===== config.mk =====
export PLATFORM = sky130hd
export DESIGN_NAME = tmr8_dual
export DESIGN_NICKNAME = d
export VERILOG_FILES = /design/src/rtl/tmr8_pkg.sv /design/src/rtl/tmr8_counter.sv /design/src/rtl/tmr8_pin_ctl.sv /design/src/rtl/tmr8_flags.sv /design/src/rtl/tmr8_dual.sv
export SDC_FILE = /design/constraint.sdc
export NUM_CORES = 1
export LEC_CHECK = 0
export ABC_AREA = 1
export CORE_MARGIN = 2
export CORE_UTILIZATION = 55
export DETAILED_ROUTE_END_ITERATION = 10
export DONT_BUFFER_PORTS = 1
export PLACE_DENSITY_LB_ADDON = 0.3
export SETUP_SLACK_MARGIN = 0.15
export SLEW_MARGIN = 20
export SYNTH_ARGS = -nofsm -noshare
export SYNTH_HDL_FRONTEND = slang
export SYNTH_SLANG_ARGS = --single-unit

===== constraint.sdc =====
create_clock -name clk -period 1.05 [get_ports clk]
set_clock_uncertainty 0.05 [all_clocks]
set_input_delay 0.105 -clock clk [delete_from_list [all_inputs] [get_ports clk]]
set_output_delay 0.105 -clock clk [all_outputs]
set_load 0.1 [all_outputs]

===== src/rtl/tmr8_pkg.sv =====
package tmr8_pkg;

  typedef enum logic [1:0] {
    ACT_KEEP = 2'b00,
    ACT_LOW  = 2'b01,
    ACT_HIGH = 2'b10,
    ACT_FLIP = 2'b11
  } pin_act_e;

  localparam int unsigned ADR_W   = 2;
  localparam logic [1:0]  ADR_CNT = 2'd0;
  localparam logic [1:0]  ADR_CMA = 2'd1;
  localparam logic [1:0]  ADR_CMB = 2'd2;
  localparam logic [1:0]  ADR_CSR = 2'd3;

  localparam int unsigned NFLAG   = 3;
  localparam int unsigned FLG_OVF = 0;
  localparam int unsigned FLG_CMA = 1;
  localparam int unsigned FLG_CMB = 2;

endpackage


===== src/rtl/tmr8_counter.sv =====
module tmr8_counter #(
  parameter int unsigned W = 8
) (
  input  logic         clk,
  input  logic         rst_n,
  input  logic         cnt_en,
  input  logic         load,
  input  logic [W-1:0] load_val,
  output logic [W-1:0] cnt,
  output logic         ovf_ev
);

  localparam logic [W-1:0] CNT_MAX = {W{1'b1}};

  logic [W-1:0] cnt_n;

  always_comb begin
    ovf_ev = 1'b0;
    cnt_n  = cnt;
    if (load) begin
      cnt_n = load_val;
    end else if (cnt_en) begin
      cnt_n  = cnt + {{(W-1){1'b0}}, 1'b1};
      ovf_ev = (cnt == CNT_MAX);
    end
  end

  always_ff @(posedge clk or negedge rst_n) begin
    if (!rst_n) cnt <= '0;
    else        cnt <= cnt_n;
  end

  // counting advances by one
  a_r1_count_step: assert property (@(posedge clk) disable iff (!rst_n)
    (cnt_en && !load) |=> (cnt == W'($past(cnt) + 1'b1)));

  // holds when idle
  a_r1_count_hold: assert property (@(posedge clk) disable iff (!rst_n)
    (!cnt_en && !load) |=> $stable(cnt));

  // rollover lands on zero
  a_r3_wrap_zero: assert property (@(posedge clk) disable iff (!rst_n)
    ovf_ev |=> (cnt == '0));

endmodule


===== src/rtl/tmr8_pin_ctl.sv =====
module tmr8_pin_ctl
  import tmr8_pkg::*;
(
  input  logic     clk,
  input  logic     rst_n,
  input  logic     hit_a,
  input  logic     hit_b,
  input  pin_act_e act_a,
  input  pin_act_e act_b,
  output logic     pin
);

  logic out_q;
  logic out_n;
  logic flip;
  logic gated_off;

  always_comb begin
    flip  = (hit_a && act_a == ACT_FLIP) || (hit_b && act_b == ACT_FLIP);
    out_n = out_q;
    if (flip) begin
      out_n = ~out_q;
    end else if (hit_b && act_b != ACT_KEEP) begin
      out_n = (act_b == ACT_HIGH);
    end else if (hit_a && act_a != ACT_KEEP) begin
      out_n = (act_a == ACT_HIGH);
    end
  end

  always_ff @(posedge clk or negedge rst_n) begin
    if (!rst_n) out_q <= 1'b0;
    else        out_q <= out_n;
  end

  assign gated_off = (act_a == ACT_KEEP) && (act_b == ACT_KEEP);
  assign pin       = gated_off ? 1'b0 : out_q;

  // an inverting event flips the level exactly once
  a_r7_flip_once: assert property (@(posedge clk) disable iff (!rst_n)
    ((hit_a && act_a == ACT_FLIP) || (hit_b && act_b == ACT_FLIP))
      |=> (out_q != $past(out_q)));

  // without events the held level is kept
  a_r8_hold_level: assert property (@(posedge clk) disable iff (!rst_n)
    (!hit_a && !hit_b) |=> $stable(out_q));

  // drive-high action on a lone A event
  a_r6_a_high: assert property (@(posedge clk) disable iff (!rst_n)
    (hit_a && !hit_b && act_a == ACT_HIGH) |=> out_q);

endmodule


===== src/rtl/tmr8_flags.sv =====
module tmr8_flags #(
  parameter int unsigned N = 3
) (
  input  logic         clk,
  input  logic         rst_n,
  input  logic [N-1:0] set_ev,
  input  logic         rd_csr,
  input  logic         wr_csr,
  input  logic [N-1:0] wr_bits,
  output logic [N-1:0] flags
);

  logic [N-1:0] armed;
  logic [N-1:0] armed_n;
  logic [N-1:0] clr;
  logic [N-1:0] flags_n;

  always_comb begin
    armed_n = wr_csr ? '0 : armed;
    if (rd_csr) armed_n = armed_n | flags;
    clr     = wr_csr ? (armed & ~wr_bits) : '0;
    flags_n = (flags & ~clr) | set_ev;
  end

  always_ff @(posedge clk or negedge rst_n) begin
    if (!rst_n) begin
      flags <= '0;
      armed <= '0;
    end else begin
      flags <= flags_n;
      armed <= armed_n;
    end
  end

  for (genvar i = 0; i < N; i++) begin : g_chk
    // set event dominates a clearing write
    a_r10_set_wins: assert property (@(posedge clk) disable iff (!rst_n)
      set_ev[i] |=> flags[i]);

    // no clearing without a write while armed
    a_r9_sticky: assert property (@(posedge clk) disable iff (!rst_n)
      (flags[i] && !wr_csr) |=> flags[i]);

    // writes never raise a flag
    a_r9_no_sw_set: assert property (@(posedge clk) disable iff (!rst_n)
      (!flags[i] && !set_ev[i]) |=> !flags[i]);
  end

endmodule


===== src/rtl/tmr8_dual.sv =====
module tmr8_dual
  import tmr8_pkg::*;
#(
  parameter int unsigned DW = 8
) (
  input  logic          clk,
  input  logic          rst_n,
  input  logic          cnt_en,
  input  logic [1:0]    reg_addr,
  input  logic          reg_wr,
  input  logic          reg_rd,
  input  logic [DW-1:0] reg_wdata,
  output logic [DW-1:0] reg_rdata,
  output logic          tmr_out
);

  localparam int unsigned ACT_W = 2;
  localparam int unsigned PAD_W = DW - NFLAG - 2*ACT_W;

  // reset: asynchronous assert, synchronous release
  logic [1:0] rst_sync;
  logic       rst_i;

  always_ff @(posedge clk or negedge rst_n) begin
    if (!rst_n) rst_sync <= 2'b00;
    else        rst_sync <= {rst_sync[0], 1'b1};
  end
  assign rst_i = rst_sync[1];

  logic [DW-1:0]      cmp_a_q, cmp_a_n;
  logic [DW-1:0]      cmp_b_q, cmp_b_n;
  logic [2*ACT_W-1:0] act_q,   act_n;
  logic [DW-1:0]      cnt;
  logic               ovf_ev;
  logic               hit_a, hit_b;
  logic [NFLAG-1:0]   flags;
  logic [NFLAG-1:0]   set_ev;
  logic               wr_cnt, wr_cma, wr_cmb, wr_csr, rd_csr;

  always_comb begin
    wr_cnt = reg_wr && (reg_addr == ADR_CNT);
    wr_cma = reg_wr && (reg_addr == ADR_CMA);
    wr_cmb = reg_wr && (reg_addr == ADR_CMB);
    wr_csr = reg_wr && (reg_addr == ADR_CSR);
    rd_csr = reg_rd && (reg_addr == ADR_CSR);
  end

  always_comb begin
    cmp_a_n = cmp_a_q;
    cmp_b_n = cmp_b_q;
    act_n   = act_q;
    if (wr_cma) cmp_a_n = reg_wdata;
    if (wr_cmb) cmp_b_n = reg_wdata;
    if (wr_csr) act_n   = reg_wdata[2*ACT_W-1:0];
  end

  always_ff @(posedge clk or negedge rst_i) begin
    if (!rst_i) begin
      cmp_a_q <= '0;
      cmp_b_q <= '0;
      act_q   <= '0;
    end else begin
      cmp_a_q <= cmp_a_n;
      cmp_b_q <= cmp_b_n;
      act_q   <= act_n;
    end
  end

  tmr8_counter #(.W(DW)) u_cnt (
    .clk      (clk),
    .rst_n    (rst_i),
    .cnt_en   (cnt_en),
    .load     (wr_cnt),
    .load_val (reg_wdata),
    .cnt      (cnt),
    .ovf_ev   (ovf_ev)
  );

  assign hit_a = cnt_en && (cnt == cmp_a_q);
  assign hit_b = cnt_en && (cnt == cmp_b_q);

  always_comb begin
    set_ev          = '0;
    set_ev[FLG_OVF] = ovf_ev;
    set_ev[FLG_CMA] = hit_a;
    set_ev[FLG_CMB] = hit_b;
  end

  tmr8_flags #(.N(NFLAG)) u_flg (
    .clk     (clk),
    .rst_n   (rst_i),
    .set_ev  (set_ev),
    .rd_csr  (rd_csr),
    .wr_csr  (wr_csr),
    .wr_bits (reg_wdata[DW-1 -: NFLAG]),
    .flags   (flags)
  );

  tmr8_pin_ctl u_pin (
    .clk   (clk),
    .rst_n (rst_i),
    .hit_a (hit_a),
    .hit_b (hit_b),
    .act_a (pin_act_e'(act_q[ACT_W-1:0])),
    .act_b (pin_act_e'(act_q[2*ACT_W-1:ACT_W])),
    .pin   (tmr_out)
  );

  always_comb begin
    unique case (reg_addr)
      ADR_CNT: reg_rdata = cnt;
      ADR_CMA: reg_rdata = cmp_a_q;
      ADR_CMB: reg_rdata = cmp_b_q;
      default: reg_rdata = {flags[FLG_CMB], flags[FLG_CMA], flags[FLG_OVF],
                            {PAD_W{1'b0}}, act_q};
    endcase
  end

  // an A match in a counting cycle raises its flag
  a_r4_flag_a: assert property (@(posedge clk) disable iff (!rst_i)
    (cnt_en && cnt == cmp_a_q) |=> flags[FLG_CMA]);

  // a B match in a counting cycle raises its flag
  a_r5_flag_b: assert property (@(posedge clk) disable iff (!rst_i)
    (cnt_en && cnt == cmp_b_q) |=> flags[FLG_CMB]);

  // wrap from all-ones raises rollover flag
  a_r3_flag_ovf: assert property (@(posedge clk) disable iff (!rst_i)
    (cnt_en && !wr_cnt && cnt == {DW{1'b1}}) |=> flags[FLG_OVF]);

  // pin low whenever both action fields are keep
  a_r8_pin_off: assert property (@(posedge clk) disable iff (!rst_i)
    (act_q == '0) |-> !tmr_out);

endmodule


==> impl_metrics.ini, run 1 <==
[clocking]
clock-sinks = 37
clockBufferDepth = 2
cts_root_buf = clkbuf_8
cts_buffers = 5
cts_max_level = 2

[logic_synthesis]
synth_edf_count = 0
syn_area_mm2 = 0.002198
synth_top_area_cell = dfrtp_1
synth_fa_ha_area_share_pct = 0.5692
synth_seq_area_share_pct = 42.12
synthXorXnorAreaFrac_pct = 2.789
synth-seq-cells = 37
synth_compound_area_share_pct = 15.65
synth_top_area_share_pct = 42.12
yosysUniqueCellTypes = 27
synthMuxAreaShare_pct = 0
yosysWarningCount = 0
yosysMostFrequentCell = nand2_1
synth.top_cells.by_area = dfrtp_1 42%, nand2_1 16%, inv_1 8.0%
synth_nets = 326
synthCells = 310
ys_async_sr_fraction_pct = 100.0
synth_top_family_by_area = simple AND/OR/NAND/NOR gates
synth-simple-area-share_pct = 27.43
synth_common_cells = 93 x nand2_1, 47 x inv_1, 37 x dfrtp_1
syn_area_per_cell_um2 = 7.091
synth_flop_cell = dfrtp_1

[place]
routabilityCongestion = 0.8896
io_buffers = 0
hpwlAfterDp_um = 4749

[global_routing]
grt_max_degree = 36

[sta]
crit_endpoint = reg_rdata[3]
worst-ep-kind = top-level output

[floorplan]
io-pin-count = 24
die_h_um = 67.22
rows = 22
die_w_um = 67.22
start_util_pct = 58.72

[status]
lastStage = global routing (5_1_grt)
firstError = [ERROR DPL-0038] Utilization greater than 100%, impossible to legalize
outcome = aborted with a tool error
==> kinds of logic after synthesis <==
| kind of cell | count (synthesis) |
|---|---|
| xor gates and xnor gates | 7 |
| buffers and inverters | 65 |
| AOI/OAI and AO/OA | 60 |
| DFF | 37 |
| and+or+nand+nor | 139 |
| adders and majority gates | 1 |
| other | 1 |
==> through the flow <==
step           hold WS (ns)  area, um2  worst slack [ns]  util [%]  std cells
4_1_cts            0.005674       3455           -0.4844     92.28        440
3_5_place_dp        -0.2406       2917           -0.5063     77.91        406
2_1_floorplan       -0.2406       2397           -0.2899         -        310
3_3_place_gp        -0.2406       2917           -0.3994     77.91        406
==> what timing repair did <==
action / CTS
buffers inserted: 16
hold buffers: 10
endpoints found under the setup margin: 22
hold endpoints to repair: 26
pin swaps: 21
resized for setup: 60
==> inputs of run 2 (changes only) <==
CORE_UTILIZATION = 40   (was 55)
PLACE_DENSITY_LB_ADDON = 0.15   (was 0.3)
SETUP_SLACK_MARGIN = default   (was 0.15)
clock period = 1.4 ns   (was 1.05 ns; I/O delays follow)
==> impl_metrics.ini, run 2 <==
[status]
outcome = finished, violations left
violations = negative hold slack, negative setup slack

[logic_synthesis]
synth_seq_area_share_pct = 42.12
synth.top_cells.by_area = dfrtp_1 42%, nand2_1 16%, inv_1 8.0%
synth_flop_cell = dfrtp_1
synth_top_area_share_pct = 42.12
ys_async_sr_fraction_pct = 100.0
syn_area_per_cell_um2 = 7.091
syn_area_mm2 = 0.002198
yosysWarningCount = 0
synth_top_area_cell = dfrtp_1
synth_edf_count = 0
synthCells = 310
yosysUniqueCellTypes = 27
yosysMostFrequentCell = nand2_1
synth_common_cells = 93 x nand2_1, 47 x inv_1, 37 x dfrtp_1
synth-seq-cells = 37
synth_nets = 326

[sta]
setup-tns-final_ns = -0.8378
rsz0062_at_grt = true
holdWs_ns = -0.007462
drv_slew = 0
setup_viol = 11
hold_viol_final = 1
setup_slack_ns = -0.1251
period_minus_slack_ns = 1.525
period_share_pct = 108.9
fmax_ghz = 0.6557

[worst_hold_path]
hp-class = input port to flop
hp-start = reg_wdata[6]

[finish]
area_delta_synth_final_pct = 46.56
nNetsFinal = 390
nFillCells = 445
layout_common_cells = 90 x nand2_1, 38 x buf_4, 34 x dfrtp_1
n_antenna_cell = 0
final_common_cell = nand2_1
reg.largest.list = cmp_a_q: 8 flops, cmp_b_q: 8 flops, u_cnt.cnt: 8 flops
drive_gt1_share_pct = 35.47
final_util_pct = 61.90
multi_input_area_mm2 = 0.001257
final_area_mm2 = 0.003222
seq_area_um2 = 929.6
final_cell_count_no_fill = 445

[floorplan]
io-pin-count = 24
rows = 26
die_w_um = 78.14
fp.dieArea_mm2 = 0.006105
start_util_pct = 42.24
fp.coreArea_mm2 = 0.005205
die_h_um = 78.14

[pwr]
peakVddDrop_v = 0.0006561
leakage_nw = 1.559
power_per_cell_area_mw_per_mm2 = 1469

[global_routing]
grt_use_total_pct = 21.98
grt-ovfl-total = 0
grt_max_degree = 36
grt_pass1_vias = 2223
antenna_found_initial = 0
grt_pass1_wl_um = 10420

[clocking]
cts_max_level = 2
clockBufferDepth = 2
cts_tree = built
clock-sinks = 37
clkTransAtPathRegs_ns = 0.08
insertion_delay_ns = 0.29
cts_buffers = 5
cts_root_buf = clkbuf_8

[place]
dpl_cell_area_mm2 = 0.002724
dp_worst_setup_slack_ns = -0.1094
routabilityCongestion = 0.9759
hpwlAfterDp_um = 4609
io_buffers = 0
placed_cells = 411

[setup_path]
path_cells = buf_6 > nand2_1 > nand3_2 > nor3_4 > nand3_2 > nand3_1 > nand2_1 > nor2_1 > nor2_1
cp.required_ns = 1.55
endpoint_kind = flop
startpoint_type = flop
cp_slowest_cell = dfrtp_1
startpoint = u_cnt.cnt[0]
max_stage_delay_ns = 0.43
crit_fanout = 6
worstSetupPathType = flop to flop
regToRegStartpoint = u_cnt.cnt[0]
arrival_ns = 1.67

[drt]
drt-total-wl_um = 6438
dr.pass1.iters = 4
first_iter_violations = 170
vias_per_cell = 4.935
postRouteAntennaNets = 0
drcViolationCount = 0
vias = 2196
routedWlPerCell_um = 14.47

[run]
maxCapViolations = 0
-- run 2: cell counts after synthesis --
Identical to the previous run, type by type.
-- run 2: metal layers --
layer  track usage, %  routed length, um
met1            29.15               3047
met4            7.895                142
met3            4.368                257
met2            35.78               2992
met5                0                  0
-- run 2: kinds of logic (layout without fill, tap and decap cells) --
logic type	count (synthesis)	count (layout)	share of synthesized area (%)
AO/OA/AOI/OAI	60	60	15.65
other	1	1	0.1706
adder cells (fa/ha/maj)	1	1	0.5691
AND/OR/NAND/NOR	139	139	27.43
buffers and inverters	65	130	11.27
XOR/XNOR	7	7	2.789
flip-flops	37	37	42.12
-- run 2: report_power, final --
part,switching [W],internal (W)
registers,0.000230,0.00131
logic,0.00143,0.00102
clock network,0.000404,0.000346
total,0.00206,0.00267
-- run 2: worst paths after layout --
check,depth (start not counted),endpoint,slack (ns)
max in group asynchronous,1,u_cnt.cnt[6],0.71
hold / removal,2,u_cnt.cnt[6],-0.007
setup reg to reg,9,u_pin.out_q,-0.13
setup / recovery,9,u_pin.out_q,-0.13
min in group asynchronous,1,rst_sync[1],0.02
hold reg to reg,1,cmp_b_q[1],0.23
-- run 2: critical path, delay by kind of cell (launching register included) --
kind	cells	cell delay, ns
buffers and inverters	1	0.16
flip-flops	1	0.43
AND/OR/NAND/NOR	8	0.78
-- run 2: repair_timing --
| item | 4_1_cts | 5_1_grt |
|---|---|---|
| endpoints found under the hold margin | 18 | 0 |
| setup buffers | 16 | 1 |
| gates resized for setup | 31 | 27 |
| pin swaps | 7 | 10 |
| hold buffers | 9 | 0 |
| setup endpoints to repair | 12 | 16 |
-- run 2: final cells by class --
class	count	share of cell area, %
clock inverters	2	0.3107
multi-input cells	208	39.03
clock buffers	6	2.252
repair buffers	63	19.96
well taps	70	2.718
inverters	59	6.874
flip-flops and latches	37	28.85
-- run 2: stage by stage --
stage / power, W / hold WS, ns
finish: 0.004733 / -0.007462
global route: 0.005011 / 0.007086
CTS: 0.004601 / 0.005817
detailed placement: 0.003581 / -0.2055
global placement: 0.003554 / -0.2056
floorplan: 0.002848 / -0.2056
(Power assumes the default switching activity.)
